<file path="src/rtl/lbus_irq_ctrl.sv">
module lbus_irq_ctrl #(
  parameter int          N_SRC    = 16,
  parameter int          ADDR_W   = 12,
  parameter int          SYNC_LEN = 2,
  parameter logic [15:0] MASK_RST = 16'h0010
) (
  input  logic              clk,
  input  logic              rst_n,
  input  logic [N_SRC-1:0]  req_i,
  input  logic              bus_sel_i,
  input  logic              bus_we_i,
  input  logic [1:0]        bus_size_i,
  input  logic [ADDR_W-1:0] bus_addr_i,
  input  logic [31:0]       bus_wdata_i,
  output logic [31:0]       bus_rdata_o,
  output logic              irq_o
);

  localparam logic [ADDR_W-1:0] OFS_VEC  = '0;
  localparam logic [ADDR_W-1:0] OFS_MASK = ADDR_W'(2);

  logic [SYNC_LEN-1:0][N_SRC-1:0] sync_q;
  logic [N_SRC-1:0]  stat_q;
  logic [N_SRC-1:0]  mask_q;
  logic [N_SRC-1:0]  pend;
  logic [15:0]       src_vec;
  logic [15:0]       mask_ext;
  logic [ADDR_W-1:0] base;
  logic [ADDR_W-1:0] base_hi;
  logic [15:0]       half_lo;
  logic [15:0]       half_hi;
  logic              mask_wr;
  logic [15:0]       mask_nxt;

  always_ff @(posedge clk or negedge rst_n) begin
    if (!rst_n) sync_q <= '0;
    else begin
      sync_q[0] <= req_i;
      for (int s = 1; s < SYNC_LEN; s++) sync_q[s] <= sync_q[s-1];
    end
  end

  assign stat_q   = sync_q[SYNC_LEN-1];
  assign pend     = stat_q & mask_q;
  assign irq_o    = |pend;
  assign mask_ext = 16'(mask_q);

  always_comb begin
    src_vec = '0;
    for (int i = N_SRC - 1; i >= 0; i--)
      if (pend[i]) src_vec = (16'(i) + 16'd1) << 2;
  end

  function automatic logic [15:0] half_rd(input logic [ADDR_W-1:0] ofs,
                                          input logic [15:0] vec,
                                          input logic [15:0] msk);
    if (ofs == OFS_VEC)       return vec;
    else if (ofs == OFS_MASK) return msk;
    else                      return 16'h0000;
  endfunction

  assign base    = {bus_addr_i[ADDR_W-1:1], 1'b0};
  assign base_hi = base + ADDR_W'(2);
  assign half_lo = half_rd(base, src_vec, mask_ext);
  assign half_hi = half_rd(base_hi, src_vec, mask_ext);

  always_comb begin
    if (!bus_sel_i)         bus_rdata_o = '0;
    else if (bus_size_i[1]) bus_rdata_o = {half_hi, half_lo};
    else if (bus_size_i[0]) bus_rdata_o = {16'h0000, half_lo};
    else                    bus_rdata_o = {24'h0, bus_addr_i[0] ? half_lo[15:8] : half_lo[7:0]};
  end

  always_comb begin
    mask_wr  = 1'b0;
    mask_nxt = mask_ext;
    if (bus_sel_i && bus_we_i) begin
      if (bus_size_i[1]) begin
        if (base == OFS_MASK) begin
          mask_wr  = 1'b1;
          mask_nxt = bus_wdata_i[15:0];
        end else if (base_hi == OFS_MASK) begin
          mask_wr  = 1'b1;
          mask_nxt = bus_wdata_i[31:16];
        end
      end else if (base == OFS_MASK) begin
        mask_wr = 1'b1;
        if (bus_size_i[0])       mask_nxt = bus_wdata_i[15:0];
        else if (bus_addr_i[0])  mask_nxt = {bus_wdata_i[7:0], mask_ext[7:0]};
        else                     mask_nxt = {mask_ext[15:8], bus_wdata_i[7:0]};
      end
    end
  end

  always_ff @(posedge clk or negedge rst_n) begin
    if (!rst_n)       mask_q <= MASK_RST[N_SRC-1:0];
    else if (mask_wr) mask_q <= mask_nxt[N_SRC-1:0];
  end

endmodule


</file>
<file path="config.mk">
export PLATFORM = sky130hd
export DESIGN_NAME = lbus_irq_ctrl
export DESIGN_NICKNAME = d
export VERILOG_FILES = /design/src/rtl/lbus_irq_ctrl.sv
export SDC_FILE = /design/constraint.sdc
export NUM_CORES = 1
export LEC_CHECK = 0
export BUFFER_PORTS_ARGS = -buffer_cell sky130_fd_sc_hd__buf_2
export CAP_MARGIN = 15
export CORE_MARGIN = 3
export CORE_UTILIZATION = 53
export DETAILED_ROUTE_END_ITERATION = 10
export PLACE_DENSITY = 0.84
export SLEW_MARGIN = 30
export SYNTH_ARGS = -nofsm -noshare
export SYNTH_HDL_FRONTEND = slang
export SYNTH_SLANG_ARGS = --single-unit
</file>
<file path="constraint.sdc">
create_clock -name clk -period 3.1 [get_ports clk]
set_clock_uncertainty 0.1 [all_clocks]
set_input_delay 0.31 -clock clk [delete_from_list [all_inputs] [get_ports clk]]
set_output_delay 0.31 -clock clk [all_outputs]
set_load 0.02 [all_outputs]
</file>
==> results.py, run 1 <==
metrics = {
    "cells_and_area": {
        "mostFrequentLayoutCells": "buf_2, dfrtp_1, nand2_1, and2_1, a22oi_1",
        "final_common_cell": "buf_2",
        "fillers": 357,
        "n_antenna_cell": 0,
        "multi_input_area_sq_um": 1270,
        "syn2layout_area_growth_pct": 27.7,
        "seqCellArea_sq_um": 1200,
        "fin_nets": 444,
        "drive_gt1_share_pct": 31.1,
    },
    "floorplanning": {
        "ios": 99,
        "die_x_um": 75.6,
        "die_area_sq_um": 5710,
        "die_h_um": 75.6,
        "initial_core_util_pct": 57.0,
        "coreArea_sq_um": 4500,
        "num_rows": 24,
    },
    "clock_tree": {
        "cts.sinks": 48,
        "cts_max_level": 2,
        "tritoncts": "built",
        "cts-root-buf": "clkbuf_8",
        "cts_buffers": 5,
        "clk_latency_ns": 0.30,
        "path_clk_slew_ns": 0.10,
        "clock_path_buffers": 2,
    },
    "setup_path": {
        "max_stage_delay_ns": 0.57,
        "r2r_cells": 1,
        "path_max_fanout": 6,
        "worstPathArrival_ns": 2.38,
        "required_ns": 2.69,
        "critical_path.most_common_cell": "nand4_1",
        "critical_path_class": "reg2out",
        "cp-end-kind": "output port",
        "r2r-start": "mask_ext[11]",
        "crit_start": "mask_ext[2]",
        "cp-start-kind": "flop",
        "cp_cell_sequence": "a222oi_1, nand4_1, nor3_1, nand4_1, o21ai_0, buf_2",
        "r2r-end": "mask_ext[11]",
        "ff2ff_setup_slack_ns": 2.07,
        "crit_slowest_cell": "a222oi_1",
        "cp-endpoint": "bus_rdata_o[6]",
    },
    "placement": {
        "io_buffer_count": 98,
        "place.gp.congestion": 0.944,
        "dp_hpwl_mm": 5.54,
    },
    "global_route": {
        "grt-ovfl-total": 0,
        "grt_pass1_wl_mm": 11.2,
        "track_usage_pct": 26.6,
        "grt_max_degree": 49,
        "grt_antenna_before_repair": 0,
        "first_global_vias": 2253,
    },
    "sta": {
        "setup-violations-final": 0,
        "whs_ns": 0.00660,
        "setup-tns-final_ns": 0,
        "max_slew_margin_pct": 55.3,
        "post-route-period-util_pct": 89.8,
        "min_period_ns": 2.79,
        "worstMarginPinSlew_ns": 0.669,
        "finalHoldViolCount": 0,
        "fmax_mhz": 359,
        "rsz0062_at_grt": "no",
        "drv_slew": 0,
    },
    "yosys": {
        "synth-xor-area-share_pct": 0,
        "netlist_top_cells_area": "dfrtp_1, nand2_1, a22oi_1",
        "synthCells": 276,
        "netlist_area_sq_um": 2570,
        "yosys.area.top_type": "dfrtp_1",
        "synth_compound_area_share_pct": 20.5,
        "synth_edf_count": 0,
        "synth_top_family_by_area": "simple AND/OR/NAND/NOR gates",
        "synth-adder-area-share_pct": 0,
        "synthSimpleGateAreaFrac_pct": 25.6,
        "synth_nets": 342,
        "avgSynthCellArea_sq_um": 9.30,
        "synth_top_flop_cell": "dfrtp_1",
        "synthDistinctLibCells": 42,
        "synth-seq-cells": 48,
        "yosysTopAreaCellShare_pct": 45.8,
        "ys_seq_area_share_pct": 46.9,
        "synthMuxAreaShare_pct": 3.51,
        "ys_warn_count": 0,
        "async_flop_share_pct": 100,
    },
    "drt": {
        "drt-wirelength-per-cell_um": 17.8,
        "dr_total_vias": 2618,
        "postRouteAntennaNets": 0,
        "top_layer": "met4",
        "drtIter0Drc": 328,
        "dr.pass1.iters": 6,
        "wl_met2_mm": 3.86,
        "routed_wl_mm": 7.68,
        "avgViaCountPerCell": 6.07,
        "met1Wirelength_mm": 3.03,
        "drc": 0,
        "met3WireLength_um": 592,
    },
    "hold_path": {
        "worstHoldPathType": "in2reg",
    },
    "power": {
        "ir_worst_vdd_mv": 0.376,
        "p_per_area_nw_per_um2": 410,
        "leakagePower_nw": 1.69,
    },
    "job": {
        "drv_cap": 0,
    },
    "outcome": {
        "status": "completed",
    },
}
-- logic make-up after synthesis --
| group | after synthesis |
|---|---|
| and+or+nand+nor | 126 |
| AOI/OAI and AO/OA | 74 |
| DFF | 48 |
| buffers and inverters | 19 |
| muxes | 9 |
-- metal layers --
layer	track usage [%]	up-vias
met5	0	-
met4	9.13	0
met3	3.96	23
met2	45.8	155
met1	34.4	1217
li1	-	1223
-- worst min-delay path by stage --
stage,cells past startpoint,to,slack (ns),startpoint
after floorplan,0,mask_ext[0],-0.09,rst_n
after global placement,0,stat_q[14],0.23,sync_q[14]
after detailed placement,0,stat_q[6],0.23,sync_q[6]
after CTS,1,sync_q[0],0.003,req_i[0]
after global routing,1,sync_q[5],0.0003,req_i[5]
final,1,sync_q[1],0.007,req_i[1]
-- critical path: cells and delay by family, from the launching register on --
kind            cells  cell delay (ns)
compound gates      2             0.70
simple gates        3             0.71
flops               1             0.46
buf+inv             1             0.21
-- cells in the mapped netlist, types with 8 or more instances --
library cell and number:
and2_1 17, nor3_1 16, a211o_1 8, inv_1 8, and3_1 10, mux2i_1 9, nor2_1 12, dfrtp_1 47
a21oi_1 15, a22oi_1 17, a31oi_1 9, nand2_1 40, nand3_1 10
-- where the power goes --
part / switching (mW) / internal (mW)
clock: 0.220 / 0.325
combinational: 0.0768 / 0.0619
sequential: 0.0132 / 0.648
-- area by class of cell --
cell class                      count  share of cell area (%)
Tap cell                           52                    1.98
Inverter                            8                   0.916
Clock buffer                        5                    2.10
Clock inverter                      3                    2.10
Multi-Input combinational cell    209                    38.9
Timing Repair Buffer              106                    17.3
Sequential cell                    48                    36.7
-- sequential cells by signal, indices dropped and copies added (netlist names) --
register / cells
mask_ext: 16
sync_q: 16
stat_q: 16
-- through the flow --
step	std cells	total power [mW]	util, %	instance area, sq um	worst slack, ns
4_1_cts	428	1.35	72.1	3250	0.365
3_3_place_gp	417	0.799	68.3	3080	0.564
6_report	431	1.34	72.8	3280	0.315
3_5_place_dp	417	0.803	68.4	3080	0.510
2_1_floorplan	276	0.727	-	2570	0.645
5_1_grt	431	1.39	72.8	3280	0.158
-- timing repair --
item	CTS	global route
setup buffers	0	0
hold buffers	3	3
endpoints found under the hold margin	49	3
resized for setup	0	0
(Power assumes the default switching activity.)
==> run 2, diff against run 1 <==
- ABC_CLOCK_PERIOD_IN_PS: unset -> 3190
- CORE_UTILIZATION: 53 -> 49
- PLACE_DENSITY: 0.84 -> 0.78
- clock period: 3.1 -> 3.19 ns (I/O delays scaled with it)
==> results.py, run 2 (synthesis results as in run 1) <==
metrics = {
    "sta": {
        "setup-violations-final": 0,
        "rsz0062_at_grt": "no",
        "finalHoldViolCount": 0,
        "fmax_mhz": 350,
        "max_slew_margin_pct": 56.3,
        "layout_setup_ws_ns": 0.333,
        "drv_slew": 0,
        "post-route-period-util_pct": 89.6,
        "setup-tns-final_ns": 0,
        "min_period_ns": 2.86,
        "worstMarginPinSlew_ns": 0.654,
    },
    "setup_path": {
        "cp_cell_sequence": "a222oi_1, nand4_1, nor3_1, nand4_1, o21ai_0, buf_2",
        "critical_path.most_common_cell": "nand4_1",
        "max_stage_delay_ns": 0.61,
        "required_ns": 2.77,
        "critPathBufInv": 1,
        "path_max_fanout": 6,
        "path_delay_family": "compound AO/OA/AOI/OAI gates",
        "worstPathArrival_ns": 2.44,
        "crit_slowest_cell": "a222oi_1",
        "critical_path_class": "reg2out",
        "cp-start-kind": "flop",
        "cp-end-kind": "output port",
    },
    "job": {
        "drv_cap": 0,
    },
    "drt": {
        "dr.pass1.iters": 5,
        "drtIter0Drc": 201,
        "avgViaCountPerCell": 5.77,
        "drc": 0,
        "dr_total_vias": 2546,
        "drt-wirelength-per-cell_um": 17.2,
        "postRouteAntennaNets": 0,
        "routed_wl_mm": 7.57,
    },
    "placement": {
        "dp_hpwl_mm": 5.54,
        "place_ws_ns": 0.595,
        "place.gp.congestion": 0.913,
        "io_buffer_count": 98,
    },
    "cells_and_area": {
        "fin_nets": 439,
        "syn2layout_area_growth_pct": 25.9,
        "fillers": 425,
        "mostFrequentLayoutCells": "buf_2, dfrtp_1, nand2_1, and2_1, a22oi_1",
        "drive_gt1_share_pct": 31.6,
        "final_common_cell": "buf_2",
        "n_antenna_cell": 0,
    },
    "global_route": {
        "track_usage_pct": 24.6,
        "grt_pass1_wl_mm": 11.7,
        "grt_antenna_before_repair": 0,
        "grt_max_degree": 49,
        "first_global_vias": 2410,
        "grt-ovfl-total": 0,
    },
    "clock_tree": {
        "cts_max_level": 2,
        "clk_latency_ns": 0.30,
        "cts_buffers": 5,
        "cts.sinks": 48,
        "cts-root-buf": "clkbuf_8",
        "clock_path_buffers": 2,
        "post-cts-setup-buffer-count": 0,
        "cts_resized": 0,
        "tritoncts": "built",
        "cts_hold_buf": 1,
        "path_clk_slew_ns": 0.09,
    },
    "floorplanning": {
        "num_rows": 25,
        "die_area_sq_um": 6140,
        "initial_core_util_pct": 52.6,
        "coreArea_sq_um": 4880,
        "die_h_um": 78.4,
        "die_x_um": 78.4,
        "ios": 99,
    },
    "power": {
        "ir_worst_vdd_mv": 0.363,
        "leakagePower_nw": 1.66,
        "p_per_area_nw_per_um2": 382,
    },
    "outcome": {
        "status": "completed",
    },
    "hold_path": {
        "worstHoldPathType": "in2reg",
    },
}
## run 2: final cells by class
cell class | count | area (sq um) | area share [%]
sequential | 48 | 1200 | 37.2
clock buffer | 6 | 82.6 | 2.56
inverter | 8 | 30.0 | 0.930
clock inverter | 2 | 38.8 | 1.20
multi-input combinational | 209 | 1270 | 39.5
timing repair buffer | 101 | 518 | 16.0
tap | 67 | 83.8 | 2.59
## run 2: final timing paths
| path | start | to | slack, ns | cells past startpoint |
|---|---|---|---|---|
| setup / recovery | mask_ext[2] | bus_rdata_o[6] | 0.33 | 6 |
| hold / removal | req_i[1] | sync_q[1] | 0.02 | 1 |
| setup reg to reg | mask_ext[11] | mask_ext[11] | 2.17 | 1 |
| hold reg to reg | sync_q[2] | stat_q[2] | 0.24 | 0 |
| max in group asynchronous | rst_n | stat_q[6] | 2.12 | 2 |
| min in group asynchronous | rst_n | mask_ext[7] | 0.45 | 2 |
## run 2: per-stage QoR
| stage | hold WS (ns) | cell area (sq um) | instances | utilization (%) | power (mW) |
|---|---|---|---|---|---|
| final | 0.0160 | 3230 | 441 | 66.2 | 1.23 |
| after global routing | 0.00295 | 3230 | 441 | 66.2 | 1.29 |
| after CTS | 0.0133 | 3230 | 441 | 66.2 | 1.24 |
| after detailed placement | 0.235 | 3100 | 432 | 63.5 | 0.781 |
| after global placement | 0.231 | 3100 | 432 | 63.5 | 0.777 |
| after floorplan | -0.0766 | 2570 | 276 | - | 0.706 |
## run 2: routing by layer
metal	up-vias	track usage, %	wire length (um)
met5	-	0	0
met1	1190	30.4	3030
met2	128	42.9	3750
met4	0	9.09	192
li1	1208	-	-
met3	20	4.70	602
## run 2: where the power goes
| part | total, mW | internal, mW | switching, mW |
|---|---|---|---|
| clock network | 0.463 | 0.256 | 0.206 |
| logic | 0.130 | 0.0561 | 0.0737 |
| registers | 0.642 | 0.630 | 0.0122 |
==> run 3, diff against run 2 <==
- CELL_PAD_IN_SITES_DETAIL_PLACEMENT: unset -> 0
- CELL_PAD_IN_SITES_GLOBAL_PLACEMENT: unset -> 1
- CORE_UTILIZATION: 49 -> 36
==> results.py, run 3 (synthesis results as in run 1) <==
metrics = {
    "clock_tree": {
        "cts-root-buf": "clkbuf_8",
        "post-cts-setup-buffer-count": 0,
        "cts_buffers": 5,
        "cts_resized": 0,
        "cts_hold_buf": 1,
        "clock_path_buffers": 2,
        "path_clk_slew_ns": 0.09,
        "cts.sinks": 48,
        "clk_latency_ns": 0.29,
        "tritoncts": "built",
        "cts_max_level": 2,
    },
    "floorplanning": {
        "die_area_sq_um": 8180,
        "ios": 99,
        "die_h_um": 90.4,
        "die_x_um": 90.4,
        "num_rows": 30,
        "coreArea_sq_um": 6870,
        "initial_core_util_pct": 37.4,
    },
    "drt": {
        "drt-wirelength-per-cell_um": 16.9,
        "drtIter0Drc": 165,
        "postRouteAntennaNets": 0,
        "dr_total_vias": 2536,
        "avgViaCountPerCell": 5.40,
        "routed_wl_mm": 7.94,
        "drc": 0,
        "dr.pass1.iters": 5,
    },
    "global_route": {
        "grt-ovfl-total": 0,
        "grt_pass1_wl_mm": 12.5,
        "use_met1_pct": 26.6,
        "first_global_vias": 2473,
        "grt_antenna_before_repair": 0,
        "met2_usage_pct": 30.5,
        "track_usage_pct": 19.2,
        "use_met3_pct": 4.42,
        "grt-busiest-layer": "met2",
        "grt_max_degree": 49,
    },
    "sta": {
        "setup-violations-final": 0,
        "min_period_ns": 2.85,
        "post-route-period-util_pct": 89.4,
        "worstMarginPinSlew_ns": 0.679,
        "finalHoldViolCount": 0,
        "fmax_mhz": 351,
        "rsz0062_at_grt": "no",
        "max_slew_margin_pct": 54.6,
        "drv_slew": 0,
        "whs_ns": 0.0206,
        "setup-tns-final_ns": 0,
    },
    "cells_and_area": {
        "instances_no_fill": 470,
        "fillers": 670,
        "n_antenna_cell": 0,
        "drive_gt1_share_pct": 31.3,
        "syn2layout_area_growth_pct": 26.2,
        "mostFrequentLayoutCells": "buf_2, dfrtp_1, nand2_1, and2_1, a22oi_1",
        "final_area_sq_um": 3240,
        "fin_nets": 439,
        "final_common_cell": "buf_2",
    },
    "setup_path": {
        "critical_path_class": "reg2out",
        "crit_slowest_cell": "a222oi_1",
        "cp-end-kind": "output port",
        "path_max_fanout": 6,
        "critPathBufInv": 1,
        "cp_cell_sequence": "a222oi_1, nand4_1, nor3_1, a22oi_1, nor2_1, buf_2",
        "worstPathArrival_ns": 2.43,
        "cp-start-kind": "flop",
        "max_stage_delay_ns": 0.61,
        "required_ns": 2.77,
        "path_delay_family": "simple AND/OR/NAND/NOR gates",
    },
    "hold_path": {
        "worstHoldPathType": "in2reg",
    },
    "outcome": {
        "status": "completed",
    },
    "placement": {
        "io_buffer_count": 98,
        "placed_area_sq_um": 3140,
        "dp_hpwl_mm": 5.89,
        "placed_cells": 461,
        "place.gp.congestion": 0.860,
    },
    "power": {
        "total_power_mw": 1.14,
        "ir_worst_vdd_mv": 0.212,
        "leakagePower_nw": 1.64,
        "p_per_area_nw_per_um2": 353,
    },
    "job": {
        "drv_cap": 0,
    },
}
run 3: changes by cell type in the layout (fill, tap and decap cells not counted):
cell / before / now
bufinv_16: 1 / 0
clkbuf_1: 0 / 1
clkinv_4: 1 / 0
clkinvlp_4: 0 / 1
run 3: path summary, 6_finish.rpt:
check | start | to | slack, ns | depth (start not counted)
setup / recovery | mask_ext[2] | bus_rdata_o[22] | 0.34 | 6
setup reg to reg | mask_ext[8] | mask_ext[8] | 2.20 | 1
min in group asynchronous | rst_n | mask_ext[15] | 0.47 | 2
hold / removal | req_i[0] | sync_q[0] | 0.02 | 1
hold reg to reg | sync_q[3] | stat_q[3] | 0.25 | 0
max in group asynchronous | rst_n | sync_q[3] | 2.10 | 2
run 3: per-layer routing:
metal	vias to the layer above	part of all wire [%]
li1	1211	-
met3	8	7.6
met4	0	1.2
met2	122	47
met5	-	0
met1	1195	44
run 3: power by group:
part	switching (mW)	leakage [nW]	internal, mW
Sequential	0.0113	0.557	0.630
Clock	0.195	0.0445	0.176
Combinational	0.0753	1.04	0.0558
run 3: area by class of cell:
cell class / count / area (sq um) / share of cell area (%)
Clock buffer: 7 / 86.3 / 2.67
Clock inverter: 1 / 7.51 / 0.232
Inverter: 8 / 30.0 / 0.927
Multi-Input combinational cell: 209 / 1270 / 39.4
Sequential cell: 48 / 1200 / 37.1
Tap cell: 96 / 120 / 3.71
Timing Repair Buffer: 101 / 518 / 16.0
run 3: per-stage QoR:
step | utilization, % | setup WS (ns)
finish | 47.2 | 0.338
global route | 47.2 | 0.193
CTS | 47.2 | 0.379
detailed placement | 45.6 | 0.523
global placement | 45.6 | 0.519
floorplan | - | 0.717
